===== src/rtl/rtc_pkg.sv =====
package rtc_pkg;

  typedef struct packed {
    logic [7:0] year;
    logic [7:0] month;
    logic [7:0] day;
    logic [7:0] hour;
    logic [7:0] min;
    logic [7:0] sec;
  } rtc_time_t;

  localparam int NUM_FIELDS = 6;
  localparam logic [3:0] ADDR_CTRL = 4'h6;
  localparam logic [3:0] ADDR_STAT = 4'h7;
  localparam logic [3:0] ADDR_IEN  = 4'hE;

  localparam int STAT_BUSY = 0;
  localparam int STAT_RUN  = 1;
  localparam int STAT_ALM  = 2;

  // Increment one packed BCD byte, 99 wraps to 00.
  function automatic logic [7:0] bcd_inc(input logic [7:0] v);
    logic [7:0] r;
    if (v[3:0] == 4'd9) begin
      r = (v[7:4] == 4'd9) ? 8'h00 : {v[7:4] + 4'd1, 4'd0};
    end else begin
      r = {v[7:4], v[3:0] + 4'd1};
    end
    return r;
  endfunction

  // 10*tens mod 4 equals 2*tens mod 4, so only bit 4 of the tens matters.
  function automatic logic bcd_leap(input logic [7:0] y);
    logic [1:0] r;
    r = y[1:0] + {y[4], 1'b0};
    return (r == 2'd0);
  endfunction

  function automatic logic [7:0] last_day(input logic [7:0] m, input logic [7:0] y);
    logic [7:0] r;
    case (m)
      8'h02:                      r = bcd_leap(y) ? 8'h29 : 8'h28;
      8'h04, 8'h06, 8'h09, 8'h11: r = 8'h30;
      default:                    r = 8'h31;
    endcase
    return r;
  endfunction

  function automatic logic [7:0] get_field(input rtc_time_t t, input logic [2:0] idx);
    logic [7:0] r;
    case (idx)
      3'd0:    r = t.sec;
      3'd1:    r = t.min;
      3'd2:    r = t.hour;
      3'd3:    r = t.day;
      3'd4:    r = t.month;
      3'd5:    r = t.year;
      default: r = 8'h00;
    endcase
    return r;
  endfunction

  function automatic rtc_time_t set_field(input rtc_time_t t, input logic [2:0] idx,
                                          input logic [7:0] v);
    rtc_time_t r;
    r = t;
    case (idx)
      3'd0:    r.sec   = v;
      3'd1:    r.min   = v;
      3'd2:    r.hour  = v;
      3'd3:    r.day   = v;
      3'd4:    r.month = v;
      3'd5:    r.year  = v;
      default: r = t;
    endcase
    return r;
  endfunction

endpackage


===== src/rtl/rtc_prescaler.sv =====
module rtc_prescaler #(
  parameter int PRESCALE   = 32768,
  parameter int BUSY_TICKS = 1
) (
  input  logic clk,
  input  logic rst_n,
  input  logic tick_en,
  input  logic run,
  input  logic restart,
  output logic sec_pulse,
  output logic busy
);
  localparam int CW        = (PRESCALE > 2) ? $clog2(PRESCALE) : 1;
  localparam int LAST      = PRESCALE - 1;
  localparam int BUSY_FROM = (BUSY_TICKS >= PRESCALE) ? 0 : PRESCALE - BUSY_TICKS;

  logic [CW-1:0] cnt_q;
  logic          at_last;

  assign at_last   = (cnt_q == CW'(LAST));
  assign sec_pulse = run && tick_en && at_last && !restart;
  assign busy      = run && (cnt_q >= CW'(BUSY_FROM));

  always_ff @(posedge clk or negedge rst_n) begin
    if (!rst_n) begin
      cnt_q <= '0;
    end else if (restart) begin
      cnt_q <= '0;
    end else if (run && tick_en) begin
      cnt_q <= at_last ? '0 : cnt_q + 1'b1;
    end
  end

endmodule


===== src/rtl/rtc_calendar.sv =====
module rtc_calendar
  import rtc_pkg::*;
(
  input  logic       clk,
  input  logic       rst_n,
  input  logic       step,
  input  logic       wr_en,
  input  logic [2:0] wr_idx,
  input  logic [7:0] wr_data,
  output rtc_time_t  now
);
  rtc_time_t cur_q;
  rtc_time_t adv;
  logic      c_sec, c_min, c_hour, c_day, c_mon;

  // Carry chain: each carry requires all lower fields at their limit.
  always_comb begin
    c_sec  = (cur_q.sec == 8'h59);
    c_min  = c_sec  && (cur_q.min == 8'h59);
    c_hour = c_min  && (cur_q.hour == 8'h23);
    c_day  = c_hour && (cur_q.day == last_day(cur_q.month, cur_q.year));
    c_mon  = c_day  && (cur_q.month == 8'h12);

    adv       = cur_q;
    adv.sec   = c_sec ? 8'h00 : bcd_inc(cur_q.sec);
    if (c_sec)  adv.min   = c_min  ? 8'h00 : bcd_inc(cur_q.min);
    if (c_min)  adv.hour  = c_hour ? 8'h00 : bcd_inc(cur_q.hour);
    if (c_hour) adv.day   = c_day  ? 8'h01 : bcd_inc(cur_q.day);
    if (c_day)  adv.month = c_mon  ? 8'h01 : bcd_inc(cur_q.month);
    if (c_mon)  adv.year  = bcd_inc(cur_q.year);
  end

  always_ff @(posedge clk or negedge rst_n) begin
    if (!rst_n) begin
      cur_q <= '{year: 8'h00, month: 8'h01, day: 8'h01, hour: 8'h00, min: 8'h00, sec: 8'h00};
    end else if (wr_en) begin
      cur_q <= set_field(cur_q, wr_idx, wr_data);
    end else if (step) begin
      cur_q <= adv;
    end
  end

  assign now = cur_q;

endmodule


===== src/rtl/rtc_alarm.sv =====
module rtc_alarm
  import rtc_pkg::*;
(
  input  logic       clk,
  input  logic       rst_n,
  input  rtc_time_t  now,
  input  logic       step,
  input  logic       wr_en,
  input  logic [2:0] wr_idx,
  input  logic [7:0] wr_data,
  input  logic       clr,
  output rtc_time_t  alarm,
  output logic       flag
);
  rtc_time_t alm_q;
  logic      upd_q;
  logic      hit;
  logic      flag_q;

  // Compare once, in the cycle after the update, against the new time.
  assign hit = upd_q && (now == alm_q);

  always_ff @(posedge clk or negedge rst_n) begin
    if (!rst_n) begin
      alm_q  <= '0;
      upd_q  <= 1'b0;
      flag_q <= 1'b0;
    end else begin
      upd_q <= step;
      if (wr_en) alm_q <= set_field(alm_q, wr_idx, wr_data);
      if (hit)      flag_q <= 1'b1;
      else if (clr) flag_q <= 1'b0;
    end
  end

  assign alarm = alm_q;
  assign flag  = flag_q;

endmodule


===== src/rtl/bcd_calendar_rtc.sv =====
module bcd_calendar_rtc
  import rtc_pkg::*;
#(
  parameter int PRESCALE   = 32768,
  parameter int BUSY_TICKS = 1
) (
  input  logic       clk,
  input  logic       rst_n,
  input  logic       tick_en,
  input  logic       reg_wr,
  input  logic [3:0] reg_addr,
  input  logic [7:0] reg_wdata,
  output logic [7:0] reg_rdata,
  output logic       irq
);
  localparam logic [2:0] LAST_IDX = 3'(NUM_FIELDS - 1);

  logic      run_q, ien_q;
  logic      sec_pulse, busy;
  logic      in_time, in_alarm;
  logic      time_wr, alarm_wr, stat_clr;
  logic      alm_flag;
  rtc_time_t now, alarm;

  assign in_time  = !reg_addr[3] && (reg_addr[2:0] <= LAST_IDX);
  assign in_alarm =  reg_addr[3] && (reg_addr[2:0] <= LAST_IDX);
  assign time_wr  = reg_wr && in_time;
  assign alarm_wr = reg_wr && in_alarm;
  assign stat_clr = reg_wr && (reg_addr == ADDR_STAT) && reg_wdata[STAT_ALM];

  always_ff @(posedge clk or negedge rst_n) begin
    if (!rst_n) begin
      run_q <= 1'b0;
      ien_q <= 1'b0;
    end else if (reg_wr) begin
      if (reg_addr == ADDR_CTRL) run_q <= reg_wdata[0];
      if (reg_addr == ADDR_IEN)  ien_q <= reg_wdata[0];
    end
  end

  rtc_prescaler #(.PRESCALE(PRESCALE), .BUSY_TICKS(BUSY_TICKS)) u_presc (
    .clk(clk), .rst_n(rst_n), .tick_en(tick_en), .run(run_q),
    .restart(time_wr), .sec_pulse(sec_pulse), .busy(busy)
  );

  rtc_calendar u_cal (
    .clk(clk), .rst_n(rst_n), .step(sec_pulse), .wr_en(time_wr),
    .wr_idx(reg_addr[2:0]), .wr_data(reg_wdata), .now(now)
  );

  rtc_alarm u_alm (
    .clk(clk), .rst_n(rst_n), .now(now), .step(sec_pulse), .wr_en(alarm_wr),
    .wr_idx(reg_addr[2:0]), .wr_data(reg_wdata), .clr(stat_clr),
    .alarm(alarm), .flag(alm_flag)
  );

  always_comb begin
    reg_rdata = 8'h00;
    if (in_time) begin
      reg_rdata = get_field(now, reg_addr[2:0]);
    end else if (in_alarm) begin
      reg_rdata = get_field(alarm, reg_addr[2:0]);
    end else if (reg_addr == ADDR_CTRL) begin
      reg_rdata = {7'd0, run_q};
    end else if (reg_addr == ADDR_STAT) begin
      reg_rdata[STAT_BUSY] = busy;
      reg_rdata[STAT_RUN]  = run_q;
      reg_rdata[STAT_ALM]  = alm_flag;
    end else if (reg_addr == ADDR_IEN) begin
      reg_rdata = {7'd0, ien_q};
    end
  end

  assign irq = alm_flag && ien_q;

endmodule


===== config.mk =====
export PLATFORM = sky130hd
export DESIGN_NAME = bcd_calendar_rtc
export DESIGN_NICKNAME = d
export VERILOG_FILES = /design/src/rtl/rtc_pkg.sv /design/src/rtl/rtc_prescaler.sv /design/src/rtl/rtc_calendar.sv /design/src/rtl/rtc_alarm.sv /design/src/rtl/bcd_calendar_rtc.sv
export SDC_FILE = /design/constraint.sdc
export NUM_CORES = 1
export LEC_CHECK = 0
export ABC_AREA = 1
export BUFFER_PORTS_ARGS = -buffer_cell sky130_fd_sc_hd__buf_2
export CAP_MARGIN = 40
export CORE_MARGIN = 5
export CORE_UTILIZATION = 25
export DETAILED_ROUTE_END_ITERATION = 10
export HOLD_SLACK_MARGIN = 0.02
export PLACE_DENSITY_LB_ADDON = 0.05
export SLEW_MARGIN = 0
export SYNTH_ARGS = -nofsm -noshare
export SYNTH_HDL_FRONTEND = slang
export SYNTH_SLANG_ARGS = --single-unit

===== constraint.sdc =====
create_clock -name clk -period 2.7 [get_ports clk]
set_clock_uncertainty 0.05 [all_clocks]
set_input_delay 0.135 -clock clk [delete_from_list [all_inputs] [get_ports clk]]
set_output_delay 0.135 -clock clk [all_outputs]
set_load 0.1 [all_outputs]

* Word-level counts from Yosys, hierarchy flattened *
Cells that the tools add are included.

word-level totals
  register bits = 115
  bits of input ports = 16
  word-level logic and storage cells = 177

cells by class
  magnitude comparators = 2
  multiplexer cells = 45
  add/subtract/negate cells = 14
  equal/unequal tests = 38
  reduce and logical (&&, ||, !) cells = 55

operator list
  operator                 number
  $mux W8                  31
  $mux W48                 2
  $pmux W8 S6              2
  $eq A4 B4 Y1 const B     13
  $add A4 B1 Y4 const B    12
  $eq A48 B48 Y1           1
  $mux W15                 3
  $reduce_and A4 Y1        5
  $reduce_and A2 Y1        9
  $reduce_and A3 Y1        6
  $reduce_bool A2 Y1       9
  $eq A8 B3 Y1 const B     2
  $eq A8 B5 Y1 const B     2
  $eq A8 B7 Y1 const B     2
  $logic_and A1 B1 Y1      16
  $pmux W8 S2              1
  $add A15 B1 Y15 const B  1
  $eq A15 B15 Y1 const B   1
  $ge A15 B15 Y1 const B   1
  $reduce_bool A3 Y1       5
  $ne A2 B1 Y1 const B     6
  $eq A4 B3 Y1 const B     2
  $eq A8 B2 Y1 const B     1
  $eq A8 B4 Y1 const B     1
  14 further kinds         20

* Logic depth before layout (Yosys ltp) *
Gate-level depths: netlist of run 1.

  word-level depth = 11
  mapped depth = 15
  gate-level depth less buffers = 15

* Hierarchy *
Synthesis of run 1 repeated with hierarchy kept, for this count alone.

second synthesis, totals
  cell total of the unflattened synthesis = 1275
  area total of the unflattened synthesis = 8384.3 sq um

modules (own cells, without submodules)
  module            area each (sq um)  times used  cells each
  rtc_calendar      3285.7             1           450
  rtc_alarm         2747.6             1           407
  bcd_calendar_rtc  1340.0             1           283
  rtc_prescaler     1011.0             1           135

* Least setup slack after synthesis of run 1 *
OpenSTA, ideal clock, no wires.

  kind = in2out
  start = input port reg_addr[0]
  end = output port reg_rdata[5]
  arrival = 3110 ps
  path slack = -595 ps
  stages on the path = 7
  cell sequence = buf_2 -> nor2_1 -> nand2_1 -> clkbuf_1 -> o22ai_1 -> nor3_1 -> o21ai_0

between the ends
  longest elaborated chain between the ends = 4
  elaborated cells on any way between the ends = 15
  those cells by class = 1 x order compare; 6 x eq/ne; 5 x mux; 3 x reduce/logical

RTL lines
  item                                        RTL line                source
  start: declaration                          bcd_calendar_rtc.sv:11  input logic [3:0] reg_addr,
  $eq A3 B3 Y1, or another cell as far along  rtc_pkg.sv:51           case (idx)
  $pmux W8 S6, or another cell as far along   rtc_pkg.sv:51
  $mux W8                                     bcd_calendar_rtc.sv:61  end else if (in_alarm) begin
  $mux W8 *                                   bcd_calendar_rtc.sv:59  if (in_time) begin
  end: declaration                            bcd_calendar_rtc.sv:13  output logic [7:0] reg_rdata,

Every way passes the cells marked *; elsewhere a longest branch is shown, timed or not.

* Final worst setup path of run 1 *
  start = register u_presc.cnt_q[0]
  end = output port reg_rdata[0]

between the ends
  longest elaborated chain between the ends = 6

RTL lines
  item                      RTL line                source
  start: declaration        rtc_prescaler.sv:17     logic [CW-1:0] cnt_q;
  start signal: assignment  rtc_prescaler.sv:30     cnt_q <= at_last ? '0 : cnt_q + 1'b1;
  $ge A15 B15 Y1            rtc_prescaler.sv:22     assign busy = run && (cnt_q >= CW'(BUSY_FROM));
  $logic_and A1 B1 Y1       rtc_prescaler.sv:22
  $mux W3                   bcd_calendar_rtc.sv:65  end else if (reg_addr == ADDR_STAT) begin
  $mux W8                   bcd_calendar_rtc.sv:63  end else if (reg_addr == ADDR_CTRL) begin
  $mux W8                   bcd_calendar_rtc.sv:61
  $mux W8                   bcd_calendar_rtc.sv:59

Every way passes these cells.

==> flow_metrics.tcl, run 1 <==
set metrics [dict create \
    synth_mux_area_share_pct 0 \
    wl_mm 27.6 \
    startpoint_type "flip-flop" \
    rsz0062_at_grt "no" \
    r2r_slack_ns 0.35 \
    critPathTopFamily "simple AND/OR/NAND/NOR gates" \
    hpwl_mm 21.2 \
    vias 6872 \
    max_freq_mhz 424 \
    synth_edf_count 0 \
    layout_commonest_cell "nand2_1" \
    clock_path_buffers 2 \
    drtAntennaViolNets 0 \
    synth_cell_types 45 \
    place_congestion 0.803 \
    die_area_um2 33300 \
    grt_pass1_vias 6980 \
    synth_top_family_by_area "simple AND/OR/NAND/NOR gates" \
    clock-sinks 115 \
    worst_slack_ns 0.343 \
    fin_nets 1089 \
    worst-endpoint-arrival_ns 2.17 \
    min_period_ns 2.36 \
    yosysSeqAreaShare_pct 38.7 \
    fp.dieW_um 183 \
    dieHeight_um 183 \
    gr-total-overflow 0 \
    status "completed" \
    floorplan.rows 63 \
    preCtsSetupSlack_ns 0.390 \
    synth_top_area_share_pct 38.0 \
    cap_viol_max_count 0 \
    setup_viol 0 \
    post-cts-setup-buffer-count 0 \
    grt_max_degree 64 \
    fin_crit_sh_pct 87.3 \
    synth_area_leaders "dfrtp_1 38%, nand2_1 11%, o21ai_0 7.4%, inv_1 6.5%, nand3_1 4.0%" \
    grt_first_pass_wirelength_mm 43.0 \
    required_ns 2.52 \
    yosysWarnings 0 \
    critPathBufInv 1 \
    path_clk_slew_ns 0.06 \
    area_growth_pct 20.7 \
    root_buffer "clkbuf_16" \
    synthCells 1002 \
    hold_class "in -> reg" \
    synth_xor_area_share_pct 5.77 \
    yosys.area.top_type "dfrtp_1" \
    drt_iter0_drc 352 \
    p_leak_nw 4.11 \
    cp_max_fo 4 \
    routedWlPerCell_um 18.9 \
    crit_type "reg -> out" \
    cp-end-kind "primary output" \
    synthArstFlopShare_pct 100 \
    nFillCells 3258 \
    cpPeakStageDelay_ns 0.38 \
    tritoncts "done" \
    relSlewSlack_pct 58.3 \
    ir_worst_vdd_mv 0.452 \
    drive_gt1_share_pct 11.9 \
    coreArea_um2 29500 \
    ios 25 \
    grt_usage_pct 16.9 \
    htreeDepth 4 \
    synth_flop_cell "dfrtp_1" \
    initial_utilization_pct 25.2 \
    port_buffers 24 \
    synth-compound-area-share_pct 17.4 \
    worst_slew_pin_slew_ns 0.620 \
    drc 0 \
    insertion_delay_ns 0.43 \
    crit_chain "ha_1 -> nand2_1 -> nor2_2 -> nand2_2 -> a211oi_2 -> a21oi_1 -> nand4_1 -> clkbuf_4" \
    final_hold_viol_count 0 \
    antenna_cells 0 \
    fin_setup_tns_ns 0 \
    cts_made_buffers 17 \
    dr.pass1.iters 5 \
    mostFrequentLayoutCells "215 x nand2_1, 128 x inv_1, 113 x dfrtp_1" \
    synth.avg_cell_area_um2 7.42 \
    synth.ff_latch_count 115 \
    cellPowerDensity_nw_per_um2 765 \
    dp.cells 1416 \
    synth-simple-area-share_pct 26.1 \
    synthAdderAreaFrac_pct 3.36 \
    slowest_stage "dfrtp_1" \
    syn_nets 1038 \
    antenna_found_initial 0 \
    report.final.slew_viol_count 0 \
    synth_area_um2 7440 \
    vias_per_cell 4.72 \
    fin_cells 1456 \
]
[final timing paths]
kind,startpoint,endpoint,cells after the start
setup / recovery,u_presc.cnt_q[0],reg_rdata[0],8
hold / removal,reg_wdata[3],u_alm.alarm[3],3
setup reg to reg,u_cal.now[1],u_cal.now[39],13
hold reg to reg,u_alm.upd_q,u_alm.flag,2
max in group asynchronous,rst_n,u_cal.now[32],3
min in group asynchronous,rst_n,u_presc.cnt_q[3],2
[cells by family (layout without fill, tap and decap cells)]
| logic type | after synthesis | after routing |
|---|---|---|
| fa+ha+maj | 20 | 20 |
| xor+xnor | 49 | 49 |
| simple gates | 432 | 432 |
| flops | 115 | 115 |
| buf+inv | 163 | 227 |
| compound gates | 223 | 223 |
[through the flow]
stage / instance area [um2] / utilization (%) / power, W / hold slack (ns)
floorplan: 7440 / - / 0.00368 / -0.211
global placement: 8240 / 27.9 / 0.00436 / 0.0592
detailed placement: 8240 / 27.9 / 0.00434 / 0.0579
CTS: 8970 / 30.4 / 0.00698 / 0.0259
global route: 8980 / 30.4 / 0.00733 / 0.0470
finish: 8980 / 30.4 / 0.00687 / 0.0520
[layer usage]
metal | track usage [%] | vias to the layer above | share of wire (%)
met3 | 2.95 | 20 | 2.8
met5 | 0 | - | 0
li1 | - | 3433 | -
met2 | 28.7 | 82 | 48
met1 | 22.1 | 3337 | 47
met4 | 4.74 | 0 | 1.8
[cell type report]
cell class                 instances  area, um2  area share [%]
clock buffer                      22        474            5.28
clock inverter                    10        178            1.98
inverter                         140        528            5.88
multi-input combinational        724       3920            43.7
sequential                       115       2880            32.1
tap                              390        488            5.44
timing repair buffer              55        508            5.66
[synth_stat cells (2+ instances only)]
cell type and count:
nand4_1 20, nand2_4 2, o21ai_1 6, o21ai_0 110
buf_2 15, nand3_2 4, xnor2_1 17, clkbuf_1 6
nand3_1 59, xor2_1 32, dfstp_2 2, a21oi_4 2
nor3_1 27, o31ai_1 17, a21oi_1 21, nor2_2 13
a31oi_1 5, nor2_4 4, o22ai_1 47, inv_1 128
nor4_1 3, inv_2 10, o21a_1 2, ha_1 20
dfrtp_1 113, o21ai_2 2, a211oi_1 2, nor2_1 75
nand2_1 215, a21boi_1 3, nand2_2 6
[where the power goes]
group | switching, W | leakage, nW | total, W | internal, W
clock | 0.000877 | 0.320 | 0.00258 | 0.00171
sequential | 0.000385 | 1.38 | 0.00247 | 0.00208
combinational | 0.00116 | 2.41 | 0.00182 | 0.000652
total | 0.00243 | 4.11 | 0.00687 | 0.00444
[registers in the layout, summed over array words and instances (netlist names)]
signal,count
u_alm.alarm,48
u_cal.now,48
u_presc.cnt_q,15
ien_q,1
run_q,1
u_alm.flag,1
u_alm.upd_q,1
[tightest hold or removal path: stages]
cell	delay, ns
buf_2	0.18
nand2_1	0.09
o21ai_0	0.07
[timing repair]
| item | CTS | global route |
|---|---|---|
| hold endpoints to repair | 52 | 0 |
| setup endpoints to repair | 0 | 1 |
| resized for setup | 0 | 2 |
| hold buffers | 8 | 0 |
(Power assumes the default switching activity.)
==> run 2, diff against run 1 <==
--- a/config.mk
+++ b/config.mk
@@ -5,7 +5,6 @@
 export SDC_FILE = /design/constraint.sdc
 export NUM_CORES = 1
 export LEC_CHECK = 0
-export ABC_AREA = 1
 export BUFFER_PORTS_ARGS = -buffer_cell sky130_fd_sc_hd__buf_2
 export CAP_MARGIN = 40
 export CORE_MARGIN = 5
@@ -16,4 +15,5 @@
 export SLEW_MARGIN = 0
 export SYNTH_ARGS = -nofsm -noshare
 export SYNTH_HDL_FRONTEND = slang
+export SYNTH_HIERARCHICAL = 1
 export SYNTH_SLANG_ARGS = --single-unit
==> constraint.sdc (replaced) <==
create_clock -name clk -period 2.5 [get_ports clk]
set_clock_uncertainty 0.05 [all_clocks]
set_input_delay 0.125 -clock clk [delete_from_list [all_inputs] [get_ports clk]]
set_output_delay 0.125 -clock clk [all_outputs]
set_load 0.1 [all_outputs]
==> flow_metrics.tcl, run 2 <==
set metrics [dict create \
    status "complete, but fails checks" \
    violations "negative setup slack" \
    fin_nets 994 \
    met1_usage_pct 25.3 \
    yosys.cell_count.top_type "dfrtp_1" \
    yosysSeqAreaShare_pct 36.5 \
    floorplan.rows 65 \
    drtAntennaViolNets 0 \
    vias_per_cell 5.29 \
    grt_max_degree 50 \
    crit_chain "inv_2 -> ha_4 -> or3b_4 -> or4b_4 -> a211oi_4 -> o211ai_4 -> a32oi_4 -> mux2_4" \
    drc 0 \
    grt_first_pass_wirelength_mm 48.1 \
    synthArstFlopShare_pct 100 \
    mostFrequentLayoutCells "118 x buf_4, 113 x dfrtp_1, 68 x mux2_2" \
    max_freq_mhz 352 \
    setup_viol 35 \
    area_growth_pct 36.0 \
    final_hold_viol_count 0 \
    antenna_found_initial 3 \
    cp_max_fo 5 \
    ios 25 \
    relSlewSlack_pct 44.7 \
    cellPowerDensity_nw_per_um2 764 \
    ir_worst_vdd_mv 0.417 \
    htreeDepth 4 \
    required_ns 2.75 \
    root_buffer "clkbuf_16" \
    worst-endpoint-arrival_ns 3.10 \
    worst_slack_ns -0.342 \
    min_period_ns 2.84 \
    tritoncts "done" \
    coreArea_um2 31300 \
    dieHeight_um 188 \
    synthCells 806 \
    initial_utilization_pct 25.2 \
    fp.dieW_um 188 \
    dr.pass1.iters 5 \
    preCtsSetupSlack_ns -0.391 \
    syn_nets 840 \
    crit_type "reg -> reg" \
    path_clk_slew_ns 0.07 \
    slowest_stage "or4b_4" \
    grt.met3_usage_pct 2.74 \
    grt_pass1_vias 7520 \
    ys_top_cells_by_count "113 x dfrtp_1, 72 x mux2_2, 53 x o21ai_0, 52 x nor2_1, 50 x nand2_1" \
    synth_flop_cell "dfrtp_1" \
    die_area_um2 35200 \
    report.final.slew_viol_count 0 \
    met2_usage_pct 29.3 \
    worst_slew_pin_slew_ns 0.830 \
    synth_edf_count 0 \
    hpwl_mm 24.0 \
    layout_commonest_cell "buf_4" \
    total_power_w 0.00819 \
    synth_cell_types 91 \
    vias 7274 \
    yosys.area.top_type "dfrtp_1" \
    port_buffers 24 \
    rsz0062_at_grt "yes" \
    insertion_delay_ns 0.43 \
    fin_crit_sh_pct 114 \
    cts_made_buffers 17 \
    routedWlPerCell_um 23.1 \
    synth_top_area_share_pct 35.9 \
    p_leak_nw 4.44 \
    synth_area_leaders "dfrtp_1 36%, mux2_2 10%, xnor2_1 4.4%, o21ai_0 3.4%, ha_1 2.9%" \
    grt-busiest-layer "met2" \
    synth.avg_cell_area_um2 9.78 \
    cpPeakStageDelay_ns 0.54 \
    drt_iter0_drc 473 \
    drive_gt1_share_pct 36.4 \
    clock-sinks 115 \
    wl_mm 31.8 \
    startpoint_type "flip-flop" \
    synth.ff_latch_count 115 \
    cap_viol_max_count 0 \
    cp-end-kind "flip-flop" \
    grt_usage_pct 18.0 \
    clock_path_buffers 2 \
    synth_area_um2 7880 \
    place_congestion 0.872 \
    gr-total-overflow 0 \
    yosysWarnings 6 \
    hold_class "in -> reg" \
]
==> run 2: cell types whose count changed in the layout (fill, tap and decap cells not counted), sizes merged, moves of 15 or more <==
cell    previous run  this run
a221oi             0        15
buf               46       164
inv              139        37
mux2               0        77
nand2            223        50
nand2b             0        17
nand3             64        20
nor2              93        53
o21ai            118        54
o22ai             47         8
xnor2             17        40
xor2              32        17
==> run 2: what timing repair did <==
action	4_1_cts	5_1_grt
hold endpoints to repair	88	0
pin swaps	16	19
setup buffers	8	11
gates resized for setup	46	38
hold buffers	3	0
setup endpoints to repair	44	46
==> run 2: path summary, 6_finish.rpt <==
kind,start,endpoint,slack [ns],cells after the start
setup reg to reg,u_cal/now[37],u_cal/now[36],-0.34,8
min in group asynchronous,rst_n,u_cal/now[41],0.13,2
hold / removal,reg_wdata[1],u_alm/alarm[9],0.03,3
setup / recovery,u_cal/now[37],u_cal/now[36],-0.34,8
hold reg to reg,ien_q,ien_q,0.49,1
max in group asynchronous,rst_n,u_alm/alarm[35],1.55,3
==> run 2: layout make-up <==
| cell class | instances | area (um2) |
|---|---|---|
| inverter | 37 | 139 |
| fill | 3154 | 20600 |
| clock buffer | 21 | 470 |
| sequential | 115 | 2880 |
| clock inverter | 11 | 153 |
| tap | 402 | 503 |
| antenna | 1 | 2.50 |
| timing repair buffer | 167 | 1470 |
| multi-input combinational | 622 | 5100 |
==> run 2: through the flow <==
stage                     std cells  area, um2  hold WS, ns  utilization [%]  TNS, ns
after floorplan                 806       7970       -0.221                -    -3.64
after global placement         1322       9550       0.0279             30.5    -9.40
after detailed placement       1322       9550       0.0287             30.5   -10.26
final                          1376      10700       0.0323             34.2    -6.90
after CTS                      1365      10500       0.0231             33.4    -6.43
after global routing           1375      10700       0.0402             34.2   -11.03
==> run 2: critical path: cells and delay by family (launching register included) <==
family | cells | cell delay [ns]
multiplexers | 1 | 0.32
AO/OA/AOI/OAI | 3 | 0.82
flip-flops | 1 | 0.39
adder cells (fa/ha/maj) | 1 | 0.12
buffers and inverters | 1 | 0.08
AND/OR/NAND/NOR | 2 | 0.93
==> run 2: cells by family (layout without fill, tap and decap cells) <==
| group | after synthesis | count (layout) | synth area share (%) |
|---|---|---|---|
| AOI/OAI and AO/OA | 203 | 203 | 18.4 |
| xor gates and xnor gates | 57 | 57 | 6.33 |
| adders and majority gates | 18 | 18 | 2.86 |
| buffers and inverters | 69 | 236 | 4.00 |
| DFF | 115 | 115 | 36.5 |
| muxes | 91 | 91 | 13.7 |
| other | 0 | 1 | 0 |
| and+or+nand+nor | 253 | 253 | 18.1 |
==> run 2: metal layers <==
metal  routed length (um)  vias to the layer above  part of all wire [%]
met4                  472                        0                   1.5
li1                     -                     3327                     -
met1                15300                     3736                    48
met3                 1160                       31                   3.6
met2                14800                      180                    47
met5                    0                        -                     0
==> run 2: power by group <==
part	leakage [nW]	internal, W	switching (W)	total (W)
clock	0.295	0.00165	0.000965	0.00262
sequential	1.45	0.00224	0.000415	0.00266
combinational	2.70	0.00132	0.00159	0.00292
==> run 3, diff against run 2 <==
--- a/config.mk
+++ b/config.mk
@@ -5,7 +5,7 @@
 export SDC_FILE = /design/constraint.sdc
 export NUM_CORES = 1
 export LEC_CHECK = 0
-export BUFFER_PORTS_ARGS = -buffer_cell sky130_fd_sc_hd__buf_2
+export BUFFER_PORTS_ARGS = -buffer_cell sky130_fd_sc_hd__buf_4
 export CAP_MARGIN = 40
 export CORE_MARGIN = 5
 export CORE_UTILIZATION = 25
==> flow_metrics.tcl, run 3 (synthesis gave the netlist of run 2 again) <==
set metrics [dict create \
    status "complete, but fails checks" \
    violations "negative setup slack" \
    place_congestion 0.831 \
    clock-sinks 115 \
    clock_path_buffers 2 \
    path_clk_slew_ns 0.06 \
    p_leak_nw 4.38 \
    ir_worst_vdd_mv 0.412 \
    mostFrequentLayoutCells "142 x buf_4, 113 x dfrtp_1, 71 x mux2_2" \
    relSlewSlack_pct 42.6 \
    power.internal_w 0.00533 \
    htreeDepth 4 \
    antenna_found_initial 0 \
    setup_viol 36 \
    grt_max_degree 51 \
    insertion_delay_ns 0.43 \
    worst_slew_pin_slew_ns 0.861 \
    hpwl_mm 23.8 \
    wl_mm 31.8 \
    dieHeight_um 188 \
    vias 7279 \
    drtAntennaViolNets 0 \
    clkPwrFrac_pct 33.7 \
    fin_crit_sh_pct 115 \
    power_switching_w 0.00290 \
    fin_setup_tns_ns -7.57 \
    seqCellArea_um2 2880 \
    coreArea_um2 31300 \
    dp.cells 1318 \
    dr.pass1.iters 5 \
    fp.dieW_um 188 \
    die_area_um2 35200 \
    tritoncts "done" \
    multi_input_area_um2 5030 \
    final_hold_viol_count 0 \
    grt_usage_pct 18.1 \
    cellPowerDensity_nw_per_um2 781 \
    cp-end-kind "flip-flop" \
    r2r_slack_ns -0.37 \
    switching_share_pct 35.2 \
    hold_class "in -> reg" \
    cap_viol_max_count 0 \
    min_period_ns 2.87 \
    worst_slack_ns -0.371 \
    initial_utilization_pct 25.2 \
    floorplan.rows 65 \
    power_frac_comb_pct 34.4 \
    startpoint_type "flip-flop" \
    crit_type "reg -> reg" \
    port_buffers 24 \
    rsz0062_at_grt "yes" \
    required_ns 2.75 \
    layout_commonest_cell "buf_4" \
    grt_pass1_vias 7488 \
    pwr-share-seq_pct 31.9 \
    ios 25 \
    area_growth_pct 33.7 \
    gr-total-overflow 0 \
    cts_made_buffers 17 \
    grt_first_pass_wirelength_mm 48.5 \
    fin_nets 990 \
    report.final.slew_viol_count 0 \
    cp_max_fo 4 \
    max_freq_mhz 348 \
    nFillCells 3157 \
    drt_iter0_drc 495 \
    vias_per_cell 5.31 \
    fin_cells 1371 \
    worst-endpoint-arrival_ns 3.13 \
    drive_gt1_share_pct 35.4 \
    antenna_cells 0 \
    root_buffer "clkbuf_16" \
    routedWlPerCell_um 23.2 \
    drc 0 \
]
## run 3: cell count changes in the layout (fill, tap and decap cells not counted), moves of 3 or more
cell           change
buf_12            -11
buf_2             -16
buf_4             +24
buf_6              -5
clkinv_4           -4
dlygate4sd3_1      +4
mux2_2             +3
mux2_4             -4
## run 3: path summary, 6_finish.rpt
check | startpoint | end | depth (start not counted)
setup / recovery | u_cal/now[37] | u_cal/now[36] | 8
hold / removal | reg_wdata[0] | u_alm/alarm[24] | 2
max in group asynchronous | rst_n | u_cal/now[15] | 3
hold reg to reg | u_cal/now[1] | u_cal/now[1] | 2
min in group asynchronous | rst_n | u_cal/now[35] | 2
setup reg to reg | u_cal/now[37] | u_cal/now[36] | 8
## run 3: timing repair
action                     4_1_cts  5_1_grt
setup endpoints to repair       47       48
hold buffers                     7        0
hold endpoints to repair        69        0
pin swaps                       21       13
buffers inserted                 9        6
resized for setup               38       36
## run 3: layout make-up
class                           count  share of cell area, %
Multi-Input combinational cell    622                   47.7
Sequential cell                   115                   27.3
Timing Repair Buffer              163                   12.7
Tap cell                          402                   4.77
Clock buffer                       23                   4.54
Clock inverter                      9                   1.66
Inverter                           37                   1.32
## run 3: worst max-delay path: stages, from the launching register on
cell      delay, ns
dfrtp_1        0.39
inv_2          0.09
ha_4           0.12
or3b_4         0.40
or4b_4         0.54
a211oi_4       0.33
o211ai_4       0.15
a32oi_2        0.32
mux2_1         0.35
## run 3: per-layer routing
| metal | vias up | track usage, % | part of all wire, % |
|---|---|---|---|
| met5 | - | 0 | 0 |
| met2 | 198 | 29.7 | 48 |
| met3 | 27 | 2.53 | 3.5 |
| met4 | 0 | 4.69 | 1.6 |
| li1 | 3338 | - | - |
| met1 | 3716 | 25.3 | 47 |
## run 3: per-stage QoR
step           setup WS (ns)  util (%)  hold slack (ns)  power [W]  cell area (um2)
6_report              -0.371      33.7           0.0553    0.00823            10500
5_1_grt               -0.420      33.7           0.0489    0.00866            10500
4_1_cts               -0.349      33.1           0.0356    0.00825            10400
3_5_place_dp          -0.418      30.1            0.158    0.00536             9420
3_3_place_gp          -0.328      30.1            0.158    0.00534             9420
2_1_floorplan         -0.331         -           -0.221    0.00421             7970
## run 3: power groups by stage
stage	combinational [W]	sequential [W]	clock [W]
detailed placement	0.00270	0.00266	0
finish	0.00283	0.00263	0.00277
global route	0.00306	0.00268	0.00292
global placement	0.00268	0.00266	0
floorplan	0.00157	0.00264	0
CTS	0.00277	0.00263	0.00284
